==> src/rtl/dbb_pkg.sv <==
package dbb_pkg;

    localparam int DBB_W    = 8;
    localparam int USR_W    = 4;
    localparam int HOST_IFW = DBB_W + 4;

    typedef enum logic [1:0] {
        H_IDLE,
        H_WRITE,
        H_RD_DATA,
        H_RD_STAT
    } host_state_e;

    typedef struct packed {
        logic [USR_W-1:0] usr;
        logic             f1;
        logic             f0;
        logic             ibf;
        logic             obf;
    } dbb_status_t;

endpackage

==> src/rtl/dbb_sync.sv <==
module dbb_sync #(
    parameter int W      = 12,
    parameter int STAGES = 2
) (
    input  logic         clk,
    input  logic         rst_n,
    input  logic [W-1:0] d,
    output logic [W-1:0] q
);
    localparam int NST = (STAGES < 1) ? 1 : STAGES;

    logic [W-1:0] pipe [NST];

    always_ff @(posedge clk) begin
        if (!rst_n) begin
            for (int i = 0; i < NST; i++) pipe[i] <= '0;
        end else begin
            pipe[0] <= d;
            for (int i = 1; i < NST; i++) pipe[i] <= pipe[i-1];
        end
    end

    assign q = pipe[NST-1];
endmodule

==> src/rtl/dbb_host_fsm.sv <==
module dbb_host_fsm
    import dbb_pkg::*;
(
    input  logic             clk,
    input  logic             rst_n,
    input  logic             s_cs,
    input  logic             s_rd,
    input  logic             s_wr,
    input  logic             s_a0,
    input  logic [DBB_W-1:0] s_din,
    output logic             wr_done,
    output logic             wr_a0,
    output logic [DBB_W-1:0] wr_data,
    output logic             rd_data_done,
    output logic             sts_lock
);
    host_state_e state_q, state_d;

    // next state
    always_comb begin
        state_d = state_q;
        unique case (state_q)
            H_IDLE: begin
                if (s_cs && s_wr)      state_d = H_WRITE;
                else if (s_cs && s_rd) state_d = s_a0 ? H_RD_STAT : H_RD_DATA;
            end
            H_WRITE:   if (!s_wr || !s_cs) state_d = H_IDLE;
            H_RD_DATA: if (!s_rd || !s_cs) state_d = H_IDLE;
            H_RD_STAT: if (!s_rd || !s_cs) state_d = H_IDLE;
            default:   state_d = H_IDLE;
        endcase
    end

    // state register
    always_ff @(posedge clk) begin
        if (!rst_n) state_q <= H_IDLE;
        else        state_q <= state_d;
    end

    // outputs
    always_comb begin
        wr_done      = (state_q == H_WRITE)   && (state_d == H_IDLE);
        rd_data_done = (state_q == H_RD_DATA) && (state_d == H_IDLE);
        sts_lock     = (state_q == H_RD_STAT);
    end

    // capture of write byte and A0 while the strobe is seen active
    always_ff @(posedge clk) begin
        if (!rst_n) begin
            wr_data <= '0;
            wr_a0   <= 1'b0;
        end else if (s_cs && s_wr) begin
            wr_data <= s_din;
            wr_a0   <= s_a0;
        end
    end

    p_write_seen_r2: assert property (@(posedge clk) disable iff (!rst_n)
        wr_done |-> $past(s_wr));

    p_lock_from_a0_r9: assert property (@(posedge clk) disable iff (!rst_n)
        $rose(sts_lock) |-> $past(s_a0) && $past(s_rd));
endmodule

==> src/rtl/dbb_status.sv <==
module dbb_status
    import dbb_pkg::*;
(
    input  logic             clk,
    input  logic             rst_n,
    input  logic             lock,
    input  logic             sts_wr,
    input  logic [USR_W-1:0] sts_hi,
    input  logic             f0_wr,
    input  logic             f0_val,
    input  logic             ibf,
    input  logic             obf,
    input  logic             f1,
    output dbb_status_t      view
);
    logic [USR_W-1:0] usr_q, pend_usr;
    logic             pend_usr_v;
    logic             f0_q, pend_f0, pend_f0_v;

    always_ff @(posedge clk) begin
        if (!rst_n) begin
            usr_q      <= '0;
            pend_usr   <= '0;
            pend_usr_v <= 1'b0;
            f0_q       <= 1'b0;
            pend_f0    <= 1'b0;
            pend_f0_v  <= 1'b0;
            view       <= '0;
        end else if (lock) begin
            if (sts_wr) begin
                pend_usr   <= sts_hi;
                pend_usr_v <= 1'b1;
            end
            if (f0_wr) begin
                pend_f0   <= f0_val;
                pend_f0_v <= 1'b1;
            end
        end else begin
            if (sts_wr)          usr_q <= sts_hi;
            else if (pend_usr_v) usr_q <= pend_usr;
            if (f0_wr)           f0_q  <= f0_val;
            else if (pend_f0_v)  f0_q  <= pend_f0;
            pend_usr_v <= 1'b0;
            pend_f0_v  <= 1'b0;
            view       <= '{usr: usr_q, f1: f1, f0: f0_q, ibf: ibf, obf: obf};
        end
    end

    p_view_frozen_r9: assert property (@(posedge clk) disable iff (!rst_n)
        lock && $past(lock) |-> $stable(view));

    p_pend_applied_r9: assert property (@(posedge clk) disable iff (!rst_n)
        !lock && pend_usr_v && !sts_wr |=> usr_q == $past(pend_usr));
endmodule

==> src/rtl/dbb_if.sv <==
module dbb_if
    import dbb_pkg::*;
#(
    parameter int SYNC_STAGES = 2
) (
    input  logic             clk,
    input  logic             rst_n,
    input  logic             hst_cs_n,
    input  logic             hst_rd_n,
    input  logic             hst_wr_n,
    input  logic             hst_a0,
    input  logic [7:0]       hst_din,
    output logic [7:0]       hst_dout,
    output logic             hst_doe,
    input  logic             loc_obuf_wr,
    input  logic [7:0]       loc_obuf_data,
    input  logic             loc_ibuf_rd,
    output logic [7:0]       loc_ibuf_data,
    input  logic             loc_sts_wr,
    input  logic [3:0]       loc_sts_hi,
    input  logic             loc_f0_wr,
    input  logic             loc_f0_val,
    output logic             loc_ibf,
    output logic             loc_obf,
    output logic             loc_f1
);
    logic [HOST_IFW-1:0] raw_pins, syn_pins;
    logic                s_cs, s_rd, s_wr, s_a0;
    logic [DBB_W-1:0]    s_din;
    logic                wr_done, wr_a0, rd_data_done, sts_lock;
    logic [DBB_W-1:0]    wr_data;
    dbb_status_t         sts_view;

    logic [DBB_W-1:0]    ibuf_q, obuf_q;
    logic                ibf_q, obf_q, f1_q;

    assign raw_pins = {~hst_cs_n, ~hst_rd_n, ~hst_wr_n, hst_a0, hst_din};

    dbb_sync #(.W(HOST_IFW), .STAGES(SYNC_STAGES)) u_sync (
        .clk  (clk),
        .rst_n(rst_n),
        .d    (raw_pins),
        .q    (syn_pins)
    );

    assign {s_cs, s_rd, s_wr, s_a0, s_din} = syn_pins;

    dbb_host_fsm u_fsm (
        .clk         (clk),
        .rst_n       (rst_n),
        .s_cs        (s_cs),
        .s_rd        (s_rd),
        .s_wr        (s_wr),
        .s_a0        (s_a0),
        .s_din       (s_din),
        .wr_done     (wr_done),
        .wr_a0       (wr_a0),
        .wr_data     (wr_data),
        .rd_data_done(rd_data_done),
        .sts_lock    (sts_lock)
    );

    dbb_status u_status (
        .clk   (clk),
        .rst_n (rst_n),
        .lock  (sts_lock),
        .sts_wr(loc_sts_wr),
        .sts_hi(loc_sts_hi),
        .f0_wr (loc_f0_wr),
        .f0_val(loc_f0_val),
        .ibf   (ibf_q),
        .obf   (obf_q),
        .f1    (f1_q),
        .view  (sts_view)
    );

    // buffers and flags: the newer event wins a same-cycle collision
    always_ff @(posedge clk) begin
        if (!rst_n) begin
            ibuf_q <= '0;
            ibf_q  <= 1'b0;
            f1_q   <= 1'b0;
            obuf_q <= '0;
            obf_q  <= 1'b0;
        end else begin
            if (wr_done) begin
                ibuf_q <= wr_data;
                ibf_q  <= 1'b1;
                f1_q   <= wr_a0;
            end else if (loc_ibuf_rd) begin
                ibf_q  <= 1'b0;
            end
            if (loc_obuf_wr) begin
                obuf_q <= loc_obuf_data;
                obf_q  <= 1'b1;
            end else if (rd_data_done) begin
                obf_q  <= 1'b0;
            end
        end
    end

    assign hst_doe       = !hst_cs_n && !hst_rd_n;
    assign hst_dout      = !hst_doe ? '0 : (hst_a0 ? DBB_W'(sts_view) : obuf_q);
    assign loc_ibuf_data = ibuf_q;
    assign loc_ibf       = ibf_q;
    assign loc_obf       = obf_q;
    assign loc_f1        = f1_q;

    p_ibf_set_r2: assert property (@(posedge clk) disable iff (!rst_n)
        wr_done |=> loc_ibf && loc_ibuf_data == $past(wr_data));

    p_obf_keep_r6: assert property (@(posedge clk) disable iff (!rst_n)
        loc_obuf_wr && rd_data_done |=> loc_obf);

    p_obf_clear_r5: assert property (@(posedge clk) disable iff (!rst_n)
        rd_data_done && !loc_obuf_wr |=> !loc_obf);
endmodule

==> config.mk <==
export PLATFORM = sky130hd
export DESIGN_NAME = dbb_if
export DESIGN_NICKNAME = d
export VERILOG_FILES = /design/src/rtl/dbb_pkg.sv /design/src/rtl/dbb_sync.sv /design/src/rtl/dbb_host_fsm.sv /design/src/rtl/dbb_status.sv /design/src/rtl/dbb_if.sv
export SDC_FILE = /design/constraint.sdc
export NUM_CORES = 1
export LEC_CHECK = 0
export BUFFER_PORTS_ARGS = -buffer_cell sky130_fd_sc_hd__buf_2
export CAP_MARGIN = 0
export CORE_MARGIN = 2
export CORE_UTILIZATION = 50
export CTS_BUF_LIST = sky130_fd_sc_hd__clkbuf_16
export DETAILED_ROUTE_END_ITERATION = 10
export PLACE_DENSITY_LB_ADDON = 0.15
export SETUP_SLACK_MARGIN = 0.2
export SYNTH_ARGS = -nofsm -noshare
export SYNTH_HDL_FRONTEND = slang
export SYNTH_HIERARCHICAL = 1
export SYNTH_SLANG_ARGS = --single-unit
==> constraint.sdc <==
create_clock -name clk -period 1.4 [get_ports clk]
set_input_delay 0.14 -clock clk [delete_from_list [all_inputs] [get_ports clk]]
set_output_delay 0.14 -clock clk [all_outputs]
set_load 0.005 [all_outputs]
==> results of run 1 <==
-- power by group through the flow --
| stage | clock (uW) | combinational (uW) | sequential [uW] |
|---|---|---|---|
| global placement | 0 | 239 | 2240 |
| finish | 1920 | 241 | 2190 |
| detailed placement | 0 | 242 | 2240 |
| floorplan | 0 | 190 | 2230 |
| global route | 2050 | 271 | 2200 |
| CTS | 1970 | 244 | 2200 |
-- worst paths after layout --
path                        end  depth (start not counted)  slack, ns
max           u_status/usr_q[2]                          3       0.23
min           u_sync/pipe[0][2]                          2       0.02
max reg2reg   u_status/usr_q[2]                          3       0.23
min reg2reg  u_sync/pipe[0][22]                          1       0.44
-- per-layer routing --
| metal | track usage, % | up-vias | wire [um] |
|---|---|---|---|
| met4 | 9.66 | 0 | 125 |
| met5 | 0 | - | 0 |
| met2 | 24.5 | 44 | 1990 |
| li1 | - | 1020 | - |
| met3 | 3.67 | 11 | 220 |
| met1 | 23.1 | 880 | 2640 |
-- layout by cell type (no fill, tap or decap), types with 7 or more instances in the layout --
master	count
and2_2	18
nand3_1	15
a21oi_1	10
mux2i_1	37
dfxtp_1	71
clkbuf_16	9
nand2_1	9
buf_2	50
buf_4	9
a21bo_1	9
nor2b_1	27
nor2_1	13
inv_1	7
-- state kept, by name, summed over array words and instances, names as in the netlist --
signal and cells:
loc_f1 1, loc_ibf 1, loc_ibuf_data 8, loc_obf 1, obuf_q 8, u_fsm/state_q 2, u_fsm/wr_a0 1, u_fsm/wr_data 8
u_status/f0_q 1, u_status/pend_f0 1, u_status/pend_f0_v 1, u_status/pend_usr 4, u_status/pend_usr_v 1, u_status/usr_q 4, u_status/view 8, u_sync/pipe 24
-- Yosys cell counts, types with 2 or more instances --
cell type / count / area share, %
a21bo_1: 9 / 3.1
a21boi_0: 5 / 1.3
a21oi_1: 10 / 1.7
and2_1: 7 / 1.5
and2_2: 18 / 4.6
buf_2: 4 / 0.68
buf_4: 18 / 4.6
buf_6: 6 / 2.3
dfxtp_1: 74 / 50
inv_1: 6 / 0.76
mux2i_1: 37 / 13
nand2_1: 10 / 1.3
nand3_1: 15 / 2.5
nor2_1: 13 / 1.7
nor2b_1: 27 / 5.7
o211ai_1: 4 / 1.0
o21a_1: 2 / 0.51
o21ai_1: 4 / 0.68
-- what timing repair did --
item	in CTS	in global routing
cloned	1	0
pin swaps	1	0
resized for setup	7	7
buffers inserted	0	1
setup endpoints to repair	22	12
-- cell families (layout without fill, tap and decap cells) --
group	after synthesis	count (layout)	synth area share (%)
multiplexers	37	37	12.5
buffers and inverters	36	84	8.56
AND/OR/NAND/NOR	97	97	19.3
AO/OA/AOI/OAI	38	38	9.45
flip-flops	74	74	50.2
-- per-stage QoR --
step                power (uW)  instance area, sq um  util (%)  instances  hold slack [ns]
global placement          2480                  3150      56.1        385            0.349
floorplan                 2420                  2980         -        282            0.263
finish                    4350                  3450      61.5        402           0.0240
CTS                       4410                  3420      61.0        401           0.0190
global route              4520                  3450      61.5        402           0.0272
detailed placement        2480                  3150      56.1        385            0.353
-- worst max-delay path: stages (launching register included) --
cell and delay, ns:
dfxtp_4 0.36, and2_4 0.18, or3b_4 0.41, o21ai_1 0.15
-- layout make-up --
cell class | instances | area [sq um]
clock buffer | 9 | 225
clock inverter | 6 | 27.5
fill | 502 | 2160
inverter | 7 | 28.8
multi-input combinational | 172 | 1240
sequential | 74 | 1490
tap | 72 | 90.1
timing repair buffer | 62 | 352
==> run summary, run 1 <==
Die Footprint = 6540 sq um
Switching part of the total power = 20.8%
Post-DR wirelength/cell = 12.4 um
Max-cap violations = 0
Gr ovfl total = 0
Mapped Area = 2950 sq um
CTS tree = built
Cells after synthesis = 282
DR vias = 1955
Worst setup margin = 0.232 ns
Finish-stage setup viols = 0
Status = complete, no violations
DP HPWL = 3.35 mm
Startpoint Class = register
Vias/cell = 4.86
Pwr/cell area = 1260 nW/um^2
Synth Register Bits = 74
CP endpoint kind = register
Antenna diodes = 0
Clk_lat worst skew = 0.32 ns
Final Cycle Share = 83.5%
Critical Path AT = 1.42 ns
Fin. max-slew vios = 0
Hold buffer count at CTS = 0
Core Rows = 27
Clock Power Share = 44.1%
CTS sink count = 74
Post-route ant nets = 0
Post-synthesis async set-or-reset flop share = 0%
Worst Setup SP = u_fsm/state_q[1]
Sequential Power Share = 50.4%
Clock Skew = 0.00559 ns
Iter 0 DRT Violations = 84
Synth Area per Inst = 10.5 sq um
Register area share after synthesis = 50.2%
Switching Power = 907 uW
CTS buffer count = 9
Largest net degree at the start of global routing = 27
Initial core utilization = 52.7%
Number of global-route vias before repair = 1836
Die height = 80.9 um
Crit Path Max Fanout = 5
Leakage power = 0.00144 uW
Synth warn = 6
TritonRoute pass-1 iters = 4
Worst Path Required = 1.65 ns
Post-synth EDFFs = 0
Area growth syn-to-layout = 16.8%
Syn Nets = 313
Gr usage total = 16.8%
Hold_sp = hst_din[2]
Worst Max-Slew Pin Slew = 0.403 ns
# DRC = 0
Reg clk slew, reported paths = 0.05 ns
Core area = 5610 sq um
TNS Setup = 0 ns
Relative slew margins = 73.1%
Fin crit period = 1.17 ns
Internal Power = 3450 uW
Antenna violations before repair = 0
Kind of critical path = register to register
Worst r2r src = u_fsm/state_q[1]
Netlist cell types = 31
Type of the most critical hold path = primary input to register
Global-route wire length before repair = 8.36 mm
DRT Wirelength = 4.97 mm
Layout cells sized above 1 = 30.6%
Pre-CTS setup slack = 0.142 ns
Final hold vios = 0
Final Wtd Congestion = 0.692
Worst vdd ir = 563 uV
IO Pins = 51
Peak Freq = 0.856 GHz
CTS H-Tree Depth = 3
Final nets = 357
Most used DFF post-synth = dfxtp_1
RSZ-0062 raised after global routing = true
I/O Buffers = 50
Comb pwr share = 5.5%
Buffer depth of the longest clock path = 2
Die W = 80.9 um
Clock root cell = clkbuf_16
(Power assumes the default switching activity.)
==> run 2: changes to the inputs <==
Clock period 1.4 ns to 1.05 ns, I/O delays scaled along.
==> run 2 against run 1 <==
  * The run now ends with setup timing left
  * Power is 44% higher
  * Clock skew is essentially flat
  * Via count rose by 6.8%
  * Utilization is 11 points higher
  * Non-clock buffer count rose by 36
  * Largest cell class unchanged
==> run summary, run 2 (synthesis results as in run 1) <==
TritonRoute pass-1 iters = 4 (unchanged)
Status = finished, violations left (was complete, no violations)
Die height = 80.9 um (unchanged)
Final Wtd Congestion = 0.731 (was 0.692)
Antenna diodes = 0 (unchanged)
Layout cells sized above 1 = 49.6% (was 30.6%)
Filler cell count = 409 (was 502)
CTS sink count = 74 (unchanged)
CTS tree = built (unchanged)
Buf/Inv on CP = 1 (was 0)
CP endpoint kind = register (unchanged)
CTS buffer count = 9 (unchanged)
I/O Buffers = 50 (unchanged)
Clock Skew = 0.00542 ns (was 0.00559 ns)
Pwr/cell area = 1540 nW/um^2 (was 1260 nW/um^2)
Max-cap violations = 0 (unchanged)
Gr usage total = 17.9% (was 16.8%)
Largest delay share family, worst path = flip-flops (was simple AND/OR/NAND/NOR gates)
Worst Path Required = 1.26 ns (was 1.65 ns)
Worst r2r src = u_sync/pipe[0][21] (was u_fsm/state_q[1])
IO Pins = 51 (unchanged)
Reg2reg setup slack = -0.13 ns (was 0.23 ns)
Iter 0 DRT Violations = 51 (was 84)
Failing checks = setup timing
Hold Worst Slack = 0.00837 ns (was 0.0240 ns)
Fin. max-slew vios = 0 (unchanged)
DRT Wirelength = 5.51 mm (was 4.97 mm)
Hold EP = u_sync/pipe[0][5] (was u_sync/pipe[0][2])
Post-DR wirelength/cell = 12.5 um (was 12.4 um)
Worst setup margin = -0.125 ns (was 0.232 ns)
Reg2reg path depth = 4 (was 3)
Type of the most critical hold path = primary input to register (unchanged)
Commonest non-fill, non-tap cell in the layout = dfxtp_1 (unchanged)
Core area = 5610 sq um (unchanged)
# DRC = 0 (unchanged)
Cells on Worst Hold Path = 2 (unchanged)
TNS Setup = -2.17 ns (was 0 ns)
Worst vdd ir = 1000 uV (was 563 uV)
Gr ovfl total = 0 (unchanged)
Crit Path Max Fanout = 5 (unchanged)
Critical Path AT = 1.39 ns (was 1.42 ns)
Pwr Total = 6280 uW (was 4350 uW)
Reg clk slew, reported paths = 0.06 ns (was 0.05 ns)
Die W = 80.9 um (unchanged)
Worst-path cell chain = a211oi_4 > buf_6 > mux2i_1 > nor2b_1 (was and2_4 > or3b_4 > o21ai_1)
Fin crit period = 1.18 ns (was 1.17 ns)
Final hold vios = 0 (unchanged)
Max reg flops = 24 (unchanged)
Biggest register = u_sync/pipe (unchanged)
Global-route wire length before repair = 8.92 mm (was 8.36 mm)
Antenna violations before repair = 0 (unchanged)
Core Rows = 27 (unchanged)
Largest net degree at the start of global routing = 23 (was 27)
Clk_lat worst skew = 0.32 ns (about the same)
Die Footprint = 6540 sq um (unchanged)
Hold_sp = hst_din[5] (was hst_din[2])
DR vias = 2088 (was 1955)
Util after Layout = 72.8% (was 61.5%)
Final Cycle Share = 112% (was 83.5%)
Pre-CTS setup slack = -0.172 ns (was 0.142 ns)
Startpoint Class = register (unchanged)
Peak Freq = 0.851 GHz (was 0.856 GHz)
Most frequent cells in the layout = 49 x dfxtp_1, 46 x buf_2, 37 x mux2i_1, 27 x nor2b_1, 23 x buf_4 (was 71 x dfxtp_1, 50 x buf_2, 37 x mux2i_1, 27 x nor2b_1, 18 x and2_2)
DP HPWL = 3.48 mm (was 3.35 mm)
CP max-delay cell = dfxtp_4 (was or3b_4)
Buffer depth of the longest clock path = 2 (unchanged)
Leakage power = 0.00169 uW (was 0.00144 uW)
RSZ-0062 raised after global routing = true (unchanged)
Final nets = 393 (was 357)
Vias/cell = 4.76 (was 4.86)
Clock root cell = clkbuf_16 (unchanged)
Relative slew margins = 76.8% (was 73.1%)
Crit. path cell count = 4 (was 3)
Post-route ant nets = 0 (unchanged)
Worst Max-Slew Pin Slew = 0.346 ns (was 0.403 ns)
Area growth syn-to-layout = 38.2% (was 16.8%)
CTS H-Tree Depth = 3 (unchanged)
Terminus of the critical flop-to-flop path = loc_ibuf_data[2] (was u_status/usr_q[2])
Initial core utilization = 52.7% (unchanged)
Number of global-route vias before repair = 1893 (was 1836)
CP max stage delay = 0.36 ns (was 0.41 ns)
Kind of critical path = register to register (unchanged)
Finish-stage setup viols = 26 (was 0)
run 2: how the worst max path moves through the flow:
| stage | startpoint | to | slack [ns] |
|---|---|---|---|
| after floorplan | u_sync/pipe[0][21] | loc_f1 | -0.21 |
| after global placement | u_fsm/state_q[0] | loc_ibuf_data[6] | -0.09 |
| after detailed placement | u_fsm/state_q[0] | loc_ibuf_data[2] | -0.17 |
| after CTS | u_sync/pipe[0][21] | loc_ibuf_data[2] | -0.14 |
| after global routing | u_fsm/state_q[1] | u_status/view[2] | -0.20 |
| final | u_sync/pipe[0][21] | loc_ibuf_data[2] | -0.13 |
run 2: worst register-to-register path, cell delays in order, from the launching register on:
cell and delay, ns:
dfxtp_4 0.36, a211oi_4 0.26, buf_6 0.17, mux2i_1 0.21, nor2b_1 0.07
run 2: repair_timing:
action | 4_1_cts | 5_1_grt
hold endpoints to repair | 7 | 0
hold buffers | 7 | 0
cloned | 2 | 1
pin swaps | 8 | 18
endpoints found under the setup margin | 62 | 61
resized for setup | 37 | 43
setup buffers | 14 | 7
run 2: power breakdown:
part,switching (uW),internal (uW)
Sequential,40.9,2890
Combinational,184,230
Clock,1110,1830
Total,1340,4940
run 2: routing by layer:
metal	GRT usage, %	wire length, um	vias up
li1	-	-	1091
met1	24.6	2740	933
met2	26.4	2440	55
met3	4.11	228	9
met4	8.64	96	0
met5	0	0	-
run 2: per-stage QoR:
step / std cells / cell area [sq um]
final: 439 / 4080
after global routing: 439 / 4080
after CTS: 431 / 3830
after detailed placement: 392 / 3240
after global placement: 392 / 3240
after floorplan: 282 / 3020
run 2: area by class of cell:
cell class                 instances  area (sq um)  area share, %
timing repair buffer              98           776           19.0
tap                               72          90.1           2.21
clock buffer                       9           225           5.52
clock inverter                     7          70.1           1.72
multi-input combinational        172          1370           33.6
sequential                        74          1520           37.3
inverter                           7          26.3          0.644
